### src/rtl/bwd_pkg.sv
package bwd_pkg;
  localparam int unsigned ADDR_W   = 32;
  localparam int unsigned NUM_BAR  = 6;
  localparam int unsigned NUM_WIN  = NUM_BAR + 1;
  localparam int unsigned SZ_W     = 5;
  localparam int unsigned OFS_W    = 8;
  localparam int unsigned BAR_OFS0 = 'h10;
  localparam int unsigned BAR_STEP = 4;
  localparam int unsigned ROM_OFS  = 'h30;
  localparam longint unsigned IO_LIMIT = 64'h1_0000;
endpackage

### src/rtl/bwd_bar_store.sv
module bwd_bar_store #(
  parameter int unsigned ADDR_W   = bwd_pkg::ADDR_W,
  parameter int unsigned NUM_BAR  = bwd_pkg::NUM_BAR,
  parameter int unsigned SZ_W     = bwd_pkg::SZ_W,
  parameter int unsigned OFS_W    = bwd_pkg::OFS_W,
  parameter int unsigned BAR_OFS0 = bwd_pkg::BAR_OFS0,
  parameter int unsigned BAR_STEP = bwd_pkg::BAR_STEP,
  parameter int unsigned ROM_OFS  = bwd_pkg::ROM_OFS
) (
  input  logic                                clk,
  input  logic                                rst_n,
  input  logic                                wr_en,
  input  logic [OFS_W-1:0]                    wr_ofs,
  input  logic [ADDR_W-1:0]                   wr_data,
  input  logic [NUM_BAR:0][SZ_W-1:0]          size_lg,
  output logic [NUM_BAR:0][ADDR_W-1:0]        reg_q
);
  localparam int unsigned NUM_WIN = NUM_BAR + 1;
  localparam int unsigned ROM_IDX = NUM_BAR;
  localparam logic [ADDR_W-1:0] ONE = ADDR_W'(1);

  logic [NUM_WIN-1:0]              wr_sel;
  logic [NUM_WIN-1:0][ADDR_W-1:0]  wr_val;
  logic [NUM_WIN-1:0][ADDR_W-1:0]  reg_d;

  genvar gi;
  generate
    for (gi = 0; gi < NUM_WIN; gi++) begin : g_slot
      logic [ADDR_W-1:0] keep_mask;
      assign keep_mask = ~((ONE << size_lg[gi]) - ONE);
      if (gi == ROM_IDX) begin : g_rom
        assign wr_sel[gi] = wr_en && (wr_ofs == OFS_W'(ROM_OFS));
        assign wr_val[gi] = wr_data & (keep_mask | ONE);
      end else begin : g_bar
        assign wr_sel[gi] = wr_en && (wr_ofs == OFS_W'(BAR_OFS0 + BAR_STEP * gi));
        assign wr_val[gi] = wr_data & keep_mask;
      end
    end
  endgenerate

  always_comb begin
    reg_d = reg_q;
    for (int i = 0; i < NUM_WIN; i++) begin
      if (wr_sel[i]) reg_d[i] = wr_val[i];
    end
  end

  always_ff @(posedge clk or negedge rst_n) begin
    if (!rst_n) reg_q <= '0;
    else if (wr_en) reg_q <= reg_d;
  end

  assert_one_target_R2: assert property (@(posedge clk) disable iff (!rst_n)
    $onehot0(wr_sel));
  assert_hold_idle_R2: assert property (@(posedge clk) disable iff (!rst_n)
    !wr_en |=> $stable(reg_q));
endmodule

### src/rtl/bwd_win_decode.sv
module bwd_win_decode #(
  parameter int unsigned     ADDR_W   = bwd_pkg::ADDR_W,
  parameter int unsigned     SZ_W     = bwd_pkg::SZ_W,
  parameter longint unsigned IO_LIMIT = bwd_pkg::IO_LIMIT,
  parameter bit              IS_ROM   = 1'b0
) (
  input  logic              clk,
  input  logic              rst_n,
  input  logic [ADDR_W-1:0] reg_val,
  input  logic [SZ_W-1:0]   size_lg,
  input  logic              is_io,
  input  logic              io_en,
  input  logic              mem_en,
  output logic              valid,
  output logic [ADDR_W-1:0] base,
  output logic [ADDR_W-1:0] last
);
  localparam int unsigned XW = ADDR_W + 1;
  localparam logic [XW-1:0]     ONE_X   = XW'(1);
  localparam logic [ADDR_W-1:0] ONE     = ADDR_W'(1);
  localparam logic [XW-1:0]     LIMIT_X = XW'(IO_LIMIT);

  logic [XW-1:0]     size_x;
  logic [XW-1:0]     sum_x;
  logic [ADDR_W-1:0] mask;
  logic              range_bad;
  logic              io_bad;
  logic              rom_bad;
  logic              space_on;

  always_comb begin
    size_x    = ONE_X << size_lg;
    mask      = ~(size_x[ADDR_W-1:0] - ONE);
    base      = reg_val & mask;
    sum_x     = {1'b0, base} + size_x - ONE_X;
    last      = sum_x[ADDR_W-1:0];
    range_bad = (base == '0) || sum_x[ADDR_W] || (last <= base);
    io_bad    = is_io && (sum_x >= LIMIT_X);
    space_on  = is_io ? io_en : mem_en;
  end

  generate
    if (IS_ROM) begin : g_rom_gate
      assign rom_bad = !reg_val[0];
    end else begin : g_no_rom_gate
      assign rom_bad = 1'b0;
    end
  endgenerate

  assign valid = space_on && !range_bad && !io_bad && !rom_bad;

  assert_space_gate_R6: assert property (@(posedge clk) disable iff (!rst_n)
    valid |-> (is_io ? io_en : mem_en));
  assert_io_ceiling_R5: assert property (@(posedge clk) disable iff (!rst_n)
    (valid && is_io) |-> ({1'b0, last} < LIMIT_X));
  assert_nonempty_R4: assert property (@(posedge clk) disable iff (!rst_n)
    valid |-> ((last > base) && (base != '0)));
  generate
    if (IS_ROM) begin : g_rom_chk
      assert_rom_enable_R7: assert property (@(posedge clk) disable iff (!rst_n)
        valid |-> reg_val[0]);
    end
  endgenerate
endmodule

### src/rtl/bwd_hit_select.sv
module bwd_hit_select #(
  parameter int unsigned ADDR_W  = bwd_pkg::ADDR_W,
  parameter int unsigned NUM_WIN = bwd_pkg::NUM_WIN,
  parameter int unsigned IDX_W   = $clog2(NUM_WIN)
) (
  input  logic                              clk,
  input  logic                              rst_n,
  input  logic [NUM_WIN-1:0]                valid,
  input  logic [NUM_WIN-1:0]                io_type,
  input  logic [NUM_WIN-1:0][ADDR_W-1:0]    base,
  input  logic [NUM_WIN-1:0][ADDR_W-1:0]    last,
  input  logic [ADDR_W-1:0]                 probe_addr,
  input  logic                              probe_io,
  output logic                              hit,
  output logic [IDX_W-1:0]                  hit_idx
);
  logic [NUM_WIN-1:0] match;

  genvar gi;
  generate
    for (gi = 0; gi < NUM_WIN; gi++) begin : g_cmp
      assign match[gi] = valid[gi] && (io_type[gi] == probe_io) &&
                         (probe_addr >= base[gi]) && (probe_addr <= last[gi]);
    end
  endgenerate

  always_comb begin
    hit_idx = '0;
    for (int i = NUM_WIN - 1; i >= 0; i--) begin
      if (match[i]) hit_idx = IDX_W'(i);
    end
  end

  assign hit = |match;

  assert_hit_in_window_R8: assert property (@(posedge clk) disable iff (!rst_n)
    hit |-> (valid[hit_idx] && (probe_addr >= base[hit_idx]) &&
             (probe_addr <= last[hit_idx]) && (io_type[hit_idx] == probe_io)));
endmodule

### src/rtl/bar_window_decoder.sv
module bar_window_decoder #(
  parameter int unsigned     ADDR_W   = bwd_pkg::ADDR_W,
  parameter int unsigned     NUM_BAR  = bwd_pkg::NUM_BAR,
  parameter int unsigned     SZ_W     = bwd_pkg::SZ_W,
  parameter int unsigned     OFS_W    = bwd_pkg::OFS_W,
  parameter longint unsigned IO_LIMIT = bwd_pkg::IO_LIMIT,
  parameter int unsigned     IDX_W    = $clog2(NUM_BAR + 1)
) (
  input  logic                           clk,
  input  logic                           rst_n,
  input  logic                           wr_en,
  input  logic [OFS_W-1:0]               wr_ofs,
  input  logic [ADDR_W-1:0]              wr_data,
  input  logic [NUM_BAR:0][SZ_W-1:0]     bar_size_lg,
  input  logic [NUM_BAR-1:0]             bar_is_io,
  input  logic                           cmd_io_en,
  input  logic                           cmd_mem_en,
  input  logic [ADDR_W-1:0]              probe_addr,
  input  logic                           probe_io,
  output logic [NUM_BAR:0]               win_valid,
  output logic [NUM_BAR:0][ADDR_W-1:0]   win_base,
  output logic [NUM_BAR:0][ADDR_W-1:0]   win_last,
  output logic                           hit,
  output logic [IDX_W-1:0]               hit_idx
);
  localparam int unsigned NUM_WIN = NUM_BAR + 1;
  localparam int unsigned ROM_IDX = NUM_BAR;

  logic [NUM_WIN-1:0][ADDR_W-1:0] reg_q;
  logic [NUM_WIN-1:0]             io_type;

  bwd_bar_store #(
    .ADDR_W(ADDR_W), .NUM_BAR(NUM_BAR), .SZ_W(SZ_W), .OFS_W(OFS_W)
  ) u_store (
    .clk(clk), .rst_n(rst_n), .wr_en(wr_en), .wr_ofs(wr_ofs),
    .wr_data(wr_data), .size_lg(bar_size_lg), .reg_q(reg_q)
  );

  genvar gi;
  generate
    for (gi = 0; gi < NUM_WIN; gi++) begin : g_win
      if (gi == ROM_IDX) begin : g_type_rom
        assign io_type[gi] = 1'b0;
      end else begin : g_type_bar
        assign io_type[gi] = bar_is_io[gi];
      end
      bwd_win_decode #(
        .ADDR_W(ADDR_W), .SZ_W(SZ_W), .IO_LIMIT(IO_LIMIT),
        .IS_ROM(gi == ROM_IDX)
      ) u_dec (
        .clk(clk), .rst_n(rst_n), .reg_val(reg_q[gi]),
        .size_lg(bar_size_lg[gi]), .is_io(io_type[gi]),
        .io_en(cmd_io_en), .mem_en(cmd_mem_en),
        .valid(win_valid[gi]), .base(win_base[gi]), .last(win_last[gi])
      );
    end
  endgenerate

  bwd_hit_select #(
    .ADDR_W(ADDR_W), .NUM_WIN(NUM_WIN), .IDX_W(IDX_W)
  ) u_hit (
    .clk(clk), .rst_n(rst_n), .valid(win_valid), .io_type(io_type),
    .base(win_base), .last(win_last), .probe_addr(probe_addr),
    .probe_io(probe_io), .hit(hit), .hit_idx(hit_idx)
  );

  assert_disabled_no_hit_R6: assert property (@(posedge clk) disable iff (!rst_n)
    hit |-> (probe_io ? cmd_io_en : cmd_mem_en));
endmodule

### config.mk
export PLATFORM = sky130hd
export DESIGN_NAME = bar_window_decoder
export DESIGN_NICKNAME = d
export VERILOG_FILES = /design/src/rtl/bwd_pkg.sv /design/src/rtl/bwd_bar_store.sv /design/src/rtl/bwd_win_decode.sv /design/src/rtl/bwd_hit_select.sv /design/src/rtl/bar_window_decoder.sv
export SDC_FILE = /design/constraint.sdc
export NUM_CORES = 2
export LEC_CHECK = 0
export ABC_AREA = 1
export ABC_CLOCK_PERIOD_IN_PS = 17700
export BUFFER_PORTS_ARGS = -buffer_cell sky130_fd_sc_hd__buf_2
export CAP_MARGIN = 20
export CORE_MARGIN = 10
export CORE_UTILIZATION = 40
export CTS_CLUSTER_DIAMETER = 150
export CTS_CLUSTER_SIZE = 28
export DETAILED_ROUTE_END_ITERATION = 6
export GPL_ROUTABILITY_DRIVEN = 0
export SYNTH_ARGS = -nofsm -noshare
export SYNTH_HDL_FRONTEND = slang
export SYNTH_SLANG_ARGS = --single-unit
### constraint.sdc
create_clock -name clk -period 17.7 [get_ports clk]
set_input_delay 3.54 -clock clk [delete_from_list [all_inputs] [get_ports clk]]
set_output_delay 3.54 -clock clk [all_outputs]
set_load 0.02 [all_outputs]
# Yosys cells after proc, flatten, opt, wreduce, memory -nomap -nowiden
# Cells that the tools add are included.
word_totals:
  reg_bits: 224
  latchBits: 0
  ram_bits: 0
  rom_bits: 0
  inputBits: 119
  output_inout_bits: 459
  mem_count: 0
op_classes:
  n_addsub: 28
  multipliers: 0
  div: 0
  magnitude_cmp: 27
  n_eq_ne: 13
  shifts: 14
  muxes: 13
  bitwise: 29
  reduce_logical: 90
op_table:
  columns: ["operator", "n"]
  rows:
  - ["AND 32 bit", 14]
  - ["less-or-equal comparator 32 bit", 14]
  - ["NOT 32 bit", 14]
  - ["subtractor 32 x 1 -> 32 bit (second input constant)", 14]
  - ["adder 32 x 33 -> 33 bit", 7]
  - ["left shift 1 x 5 -> 33 bit (first input constant)", 7]
  - ["subtractor 33 x 1 -> 33 bit (second input constant)", 7]
  - [">= comparator 32 bit", 7]
  - ["zero test 32 bit", 7]
  - ["left shift 1 x 5 -> 32 bit (first input constant)", 7]
  - [">= comparator 33 x 17 -> 1 bit (second input constant)", 6]
  - ["logical AND 1 bit", 48]
  - ["equality test 8 x 5 -> 1 bit (second input constant)", 4]
  - ["equality test 8 x 6 -> 1 bit (second input constant)", 3]
  - ["two-way mux 3 bit", 7]
  - ["logical OR 1 bit", 14]
  - ["AND reduction 2 bit", 7]
  - ["zero test 1 bit", 13]
  - ["OR reduction 7 bit", 1]
  - ["equality test 1 bit", 6]
  - ["two-way mux 1 bit", 6]
  - ["NOT 1 bit", 1]

# Logic depth before layout (Yosys ltp)
logic_depth:
  word_depth: 21
  mapped_depth: 45
  depth_no_buf: 45

# Cells and area by module
# From an unflattened synthesis, not the netlist that was laid out.
unflattened:
  hier_cells: 10514
  hier_area_um2: 59874.9
by_module_without_submodules:
  columns: ["module", "instances", "cells_per_inst", "area_per_inst_um2", "seq_area_each_um2"]
  rows:
  - ["bwd_win_decode at g_win[0].u_dec ...", 5, 887, 4682.0, 0.0]
  - ["bwd_bar_store", 1, 2227, 14644.0, 5605.4]
  - ["bwd_hit_select", 1, 1921, 11936.4, 0.0]
  - ["bwd_win_decode at g_win[5].u_dec", 1, 963, 4941.0, 0.0]
  - ["bwd_win_decode at g_win[6].u_dec", 1, 967, 4939.7, 0.0]
  - ["bar_window_decoder", 1, 1, 3.8, 0.0]

# Least setup slack after synthesis
# No wires, ideal clock.
synth_timing:
  path_kind: "input to output"
  startpoint: "input bar_size_lg[32] in the netlist's numbering"
  endpoint: "output hit_idx[1]"
  arrival_ps: 9164
  required_ps: 14160
  setup_slack_ps: 4996
  path_stages: 39
  path_cell_list: "buf_2 nor2_1 inv_1 nor2_1 inv_1 ha_1 nand2_1 nor2_1 nand2_1 nand2_1 nand3_1 inv_1 nand2_1 nand2_1 ha_1 inv_1 nor3_1 nand2_1 [3 not listed] nand3_1 nand2_1 nand3_1 o21ai_0 nand3_1 and2_1 xnor2_1 inv_1 ha_1 nand2_1 or3_1 nor4_1 nand2_1 a21oi_1 nand2_1 nor2_1 nand3_1 a21oi_1"
synth_lines:
  columns: ["element", "line", "rtl"]
  rows:
  - ["start, declared", "bar_window_decoder.sv:14", "input logic [NUM_BAR:0][SZ_W-1:0] bar_size_lg,"]
  - ["end, declared", "bar_window_decoder.sv:24", "output logic [IDX_W-1:0] hit_idx"]

# Worst setup path in the final report
layout_timing:
  startpoint: "input bar_size_lg[33] in the netlist's numbering"
  endpoint: "output hit"
layout_via:
  elab_chain_len: 15
  word_cells_on_any_way: 19
layout_rtl:
  columns: ["element", "line", "rtl"]
  rows:
  - ["left shift 1 x 5 -> 33 bit (*)", "bwd_win_decode.sv:32", "size_x = ONE_X << size_lg;"]
  - ["subtractor 32 x 1 -> 32 bit", "bwd_win_decode.sv:33", "mask = ~(size_x[ADDR_W-1:0] - ONE);"]
  - ["NOT 32 bit", "bwd_win_decode.sv:33", null]
  - ["AND 32 bit", "bwd_win_decode.sv:34", "base = reg_val & mask;"]
  - ["adder 32 x 33 -> 33 bit", "bwd_win_decode.sv:35", "sum_x = {1'b0, base} + size_x - ONE_X;"]
  - ["subtractor 33 x 1 -> 33 bit", "bwd_win_decode.sv:35", null]
  - ["less-or-equal comparator 32 bit or logical OR 1 bit (tied branches)", "bwd_win_decode.sv:37", "range_bad = (base == '0) || sum_x[ADDR_W] || (last <= base);"]
  - ["logical OR 1 bit", "bwd_win_decode.sv:37", null]
  - ["zero test 1 bit", "bwd_win_decode.sv:50", "assign valid = space_on && !range_bad && !io_bad && !rom_bad;"]
  - ["logical AND 1 bit (2 in series)", "bwd_win_decode.sv:50", null]
  - ["logical AND 1 bit (2 in series)", "bwd_hit_select.sv:22", "assign match[gi] = valid[gi] && (io_type[gi] == probe_io) &&"]
  - ["logical AND 1 bit (*)", "bwd_hit_select.sv:23", "(probe_addr >= base[gi]) && (probe_addr <= last[gi]);"]
  - ["OR reduction 7 bit (*)", "bwd_hit_select.sv:34", "assign hit = |match;"]
  - ["end, declared", "bar_window_decoder.sv:23", "output logic hit,"]
# Mark *: on every way between the ends. The rest lies on a longest branch, timed or not.

==> qor.csv <==
metric,value,unit
timing.rr.start,u_store.reg_q[95],
remaining_drc_errors,3,
synth_cell_types,64,
cts_hold_buffers,0,
start_util,40.1,%
worstPathRequired,14.16,ns
yosys_warnings,0,
p_leak,35.2,nW
hold_viol,0,
reg_top3,u_store.reg_q x224,
most-common-layout-cells,"2402 x nand2_1, 1633 x inv_1, 1063 x ha_1",
fill_cells,13900,
grt_pass1_vias,54300,
max-vdd-ir-drop,0.0505,mV
cp_max_fo,13,
synthFlopType,dfrtp_1,
nets,10300,
grt_first_pass_wirelength,351000,um
startpoint_type,input pin,
cts_tree,done,
setup_viol,0,
dp.cells,10700,
min_path_type,reg -> reg,
finalNonFillerCells,10800,
dpl.hpwl,200000,um
arrival,11.80,ns
tns,0,ns
die_x,377,um
path_clk_slew,0.11,ns
multi_input_area,0.0388,mm^2
reg2reg_slack,16.73,ns
final_common_cell,nand2_1,
slew_headroom,23.1,%
final_antenna_net_count,0,
totalPowerFinal,0.00337,W
numCtsBuffers,12,
startpoint,bar_size_lg[33],
routed_wl,244000,um
cp_num_buf_inv,8,
cts-resized-gates,0,
yosys_register_bits,224,
clock_sinks,224,
layout-drive-gt1-share,8.96,%
core,0.127,mm^2
synth-seq-area-share,11.0,%
vias,59900,
postSynthCellCount,8538,
clkLatencyLatePin,0.54,ns
antenna_found_initial,26,
worst_pin_slew,1.14,ns
clock.fmax,65.2,MHz
slew_violations,0,
period_share,86.7,%
grt_setup_unrepaired,no,
grt_max_degree,101,
crit_family,simple AND/OR/NAND/NOR gates,
fin_skew,0,ns
syn_to_final_growth,10.6,%
async_reset_ff_share,100,%
synth_enable_flop_cells,0,
slowest_delay,0.88,ns
cts_buffer_depth,3,
drtIter0Drc,6695,
cts_setup_buffers,0,
violations,DRC,
synth_area,0.0510,mm^2
worstSetupEndpointType,primary output,
io_pins,578,
h-tree-depth,1,
worstSetupPathType,in -> out,
track_usage,32.6,%
via_per_inst,5.56,
io_buffers,577,
root_buffer,clkbuf_16,
die_area,0.142,mm^2
hold_start,u_store.reg_q[145],
syn_area_per_cell,5.98,um^2
synthesis.nets,9727,
power_density,59.6,mW/mm^2
path_common_cell,nand2_1,
first_pass_iters,7,
largest_register_ffs,224,
num_rows,131,
fin_util,44.4,%
crit_slowest_cell,nor4_1,
largest-register,u_store.reg_q,
die_h,377,um
outcome,finished with violations,
hold_ws,0.492,ns
maxCapViolations,0,
fin_crit,15.34,ns
wl_per_cell,22.7,um
overflow,0,
seq_area,0.00561,mm^2
-- through the flow --
| step | setup slack [ns] | instance area, um^2 |
|---|---|---|
| after floorplan | 5.00 | 51000 |
| after CTS | 2.57 | 56400 |
| after detailed placement | 2.59 | 56000 |
| after global placement | 2.58 | 56000 |
| final | 2.36 | 56400 |
| after global routing | 1.94 | 56400 |
-- kinds of logic after synthesis --
family / count (synthesis) / synth area share, %
AO/OA/AOI/OAI: 1109 / 11.9
XOR/XNOR: 141 / 2.42
adder cells (fa/ha/maj): 1070 / 26.3
buffers and inverters: 1749 / 13.0
flip-flops: 224 / 11.0
multiplexers: 2 / 0.0441
AND/OR/NAND/NOR: 4243 / 35.3
-- cell usage after synthesis (all sizes together), types with 5 or more instances --
cell type | number | area share [%]
nand2 | 2433 | 18
inv | 1670 | 12
ha | 1063 | 26
nor2 | 858 | 6.8
nand3 | 602 | 6.2
a21oi | 539 | 5.3
o21ai | 363 | 3.6
dfrtp | 224 | 11
nand4 | 168 | 2.1
xor2 | 114 | 2.0
nor3 | 98 | 0.98
clkbuf | 47 | 0.35
o211ai | 29 | 0.43
buf | 27 | 0.36
nor4 | 27 | 0.33
xnor2 | 27 | 0.46
a31oi | 25 | 0.31
o21bai | 25 | 0.37
o31ai | 24 | 0.35
o21a | 22 | 0.32
nand3b | 19 | 0.28
a211oi | 16 | 0.24
a21o | 16 | 0.24
o22ai | 13 | 0.16
and3 | 10 | 0.12
o221ai | 10 | 0.17
o2111ai | 9 | 0.15
and2 | 8 | 0.098
or2 | 8 | 0.098
fa | 7 | 0.27
nor4b | 6 | 0.10
a21boi | 5 | 0.074
clkinv | 5 | 0.039
-- routing by layer --
metal	track usage, %	routed length [um]	share of wire [%]
met2	49.0	100000	41
met4	16.6	15100	6.2
met3	7.35	26500	11
met5	0	68	0.028
met1	43.3	103000	42
-- report_power, final --
group | internal (W) | switching (W) | total, W
Clock | 0.000161 | 0.000216 | 0.000378
Combinational | 0.000751 | 0.00169 | 0.00244
Sequential | 0.000534 | 0.0000116 | 0.000545
-- tightest hold or removal path, cell delays in order (launching register included) --
cell and delay (ns):
dfrtp_1 0.36, nand2_1 0.05, o21ai_0 0.05
-- layout make-up --
| type | count | area share, % |
|---|---|---|
| inverter | 1675 | 11.2 |
| tap | 1662 | 3.68 |
| clock buffer | 15 | 0.625 |
| multi-input combinational | 6565 | 68.7 |
| sequential | 224 | 9.93 |
| clock inverter | 3 | 0.0975 |
| timing repair buffer | 617 | 5.70 |
| antenna | 14 | 0.0621 |
-- final timing paths --
| check | depth (start not counted) | end |
|---|---|---|
| worst max register to register | 2 | u_store.reg_q[95] |
| min in group asynchronous | 1 | u_store.reg_q[159] |
| max in group asynchronous | 2 | u_store.reg_q[71] |
| worst min-delay path | 2 | u_store.reg_q[145] |
| worst max-delay path | 42 | hit |
| worst min register to register | 2 | u_store.reg_q[145] |
(Power assumes the default switching activity.)
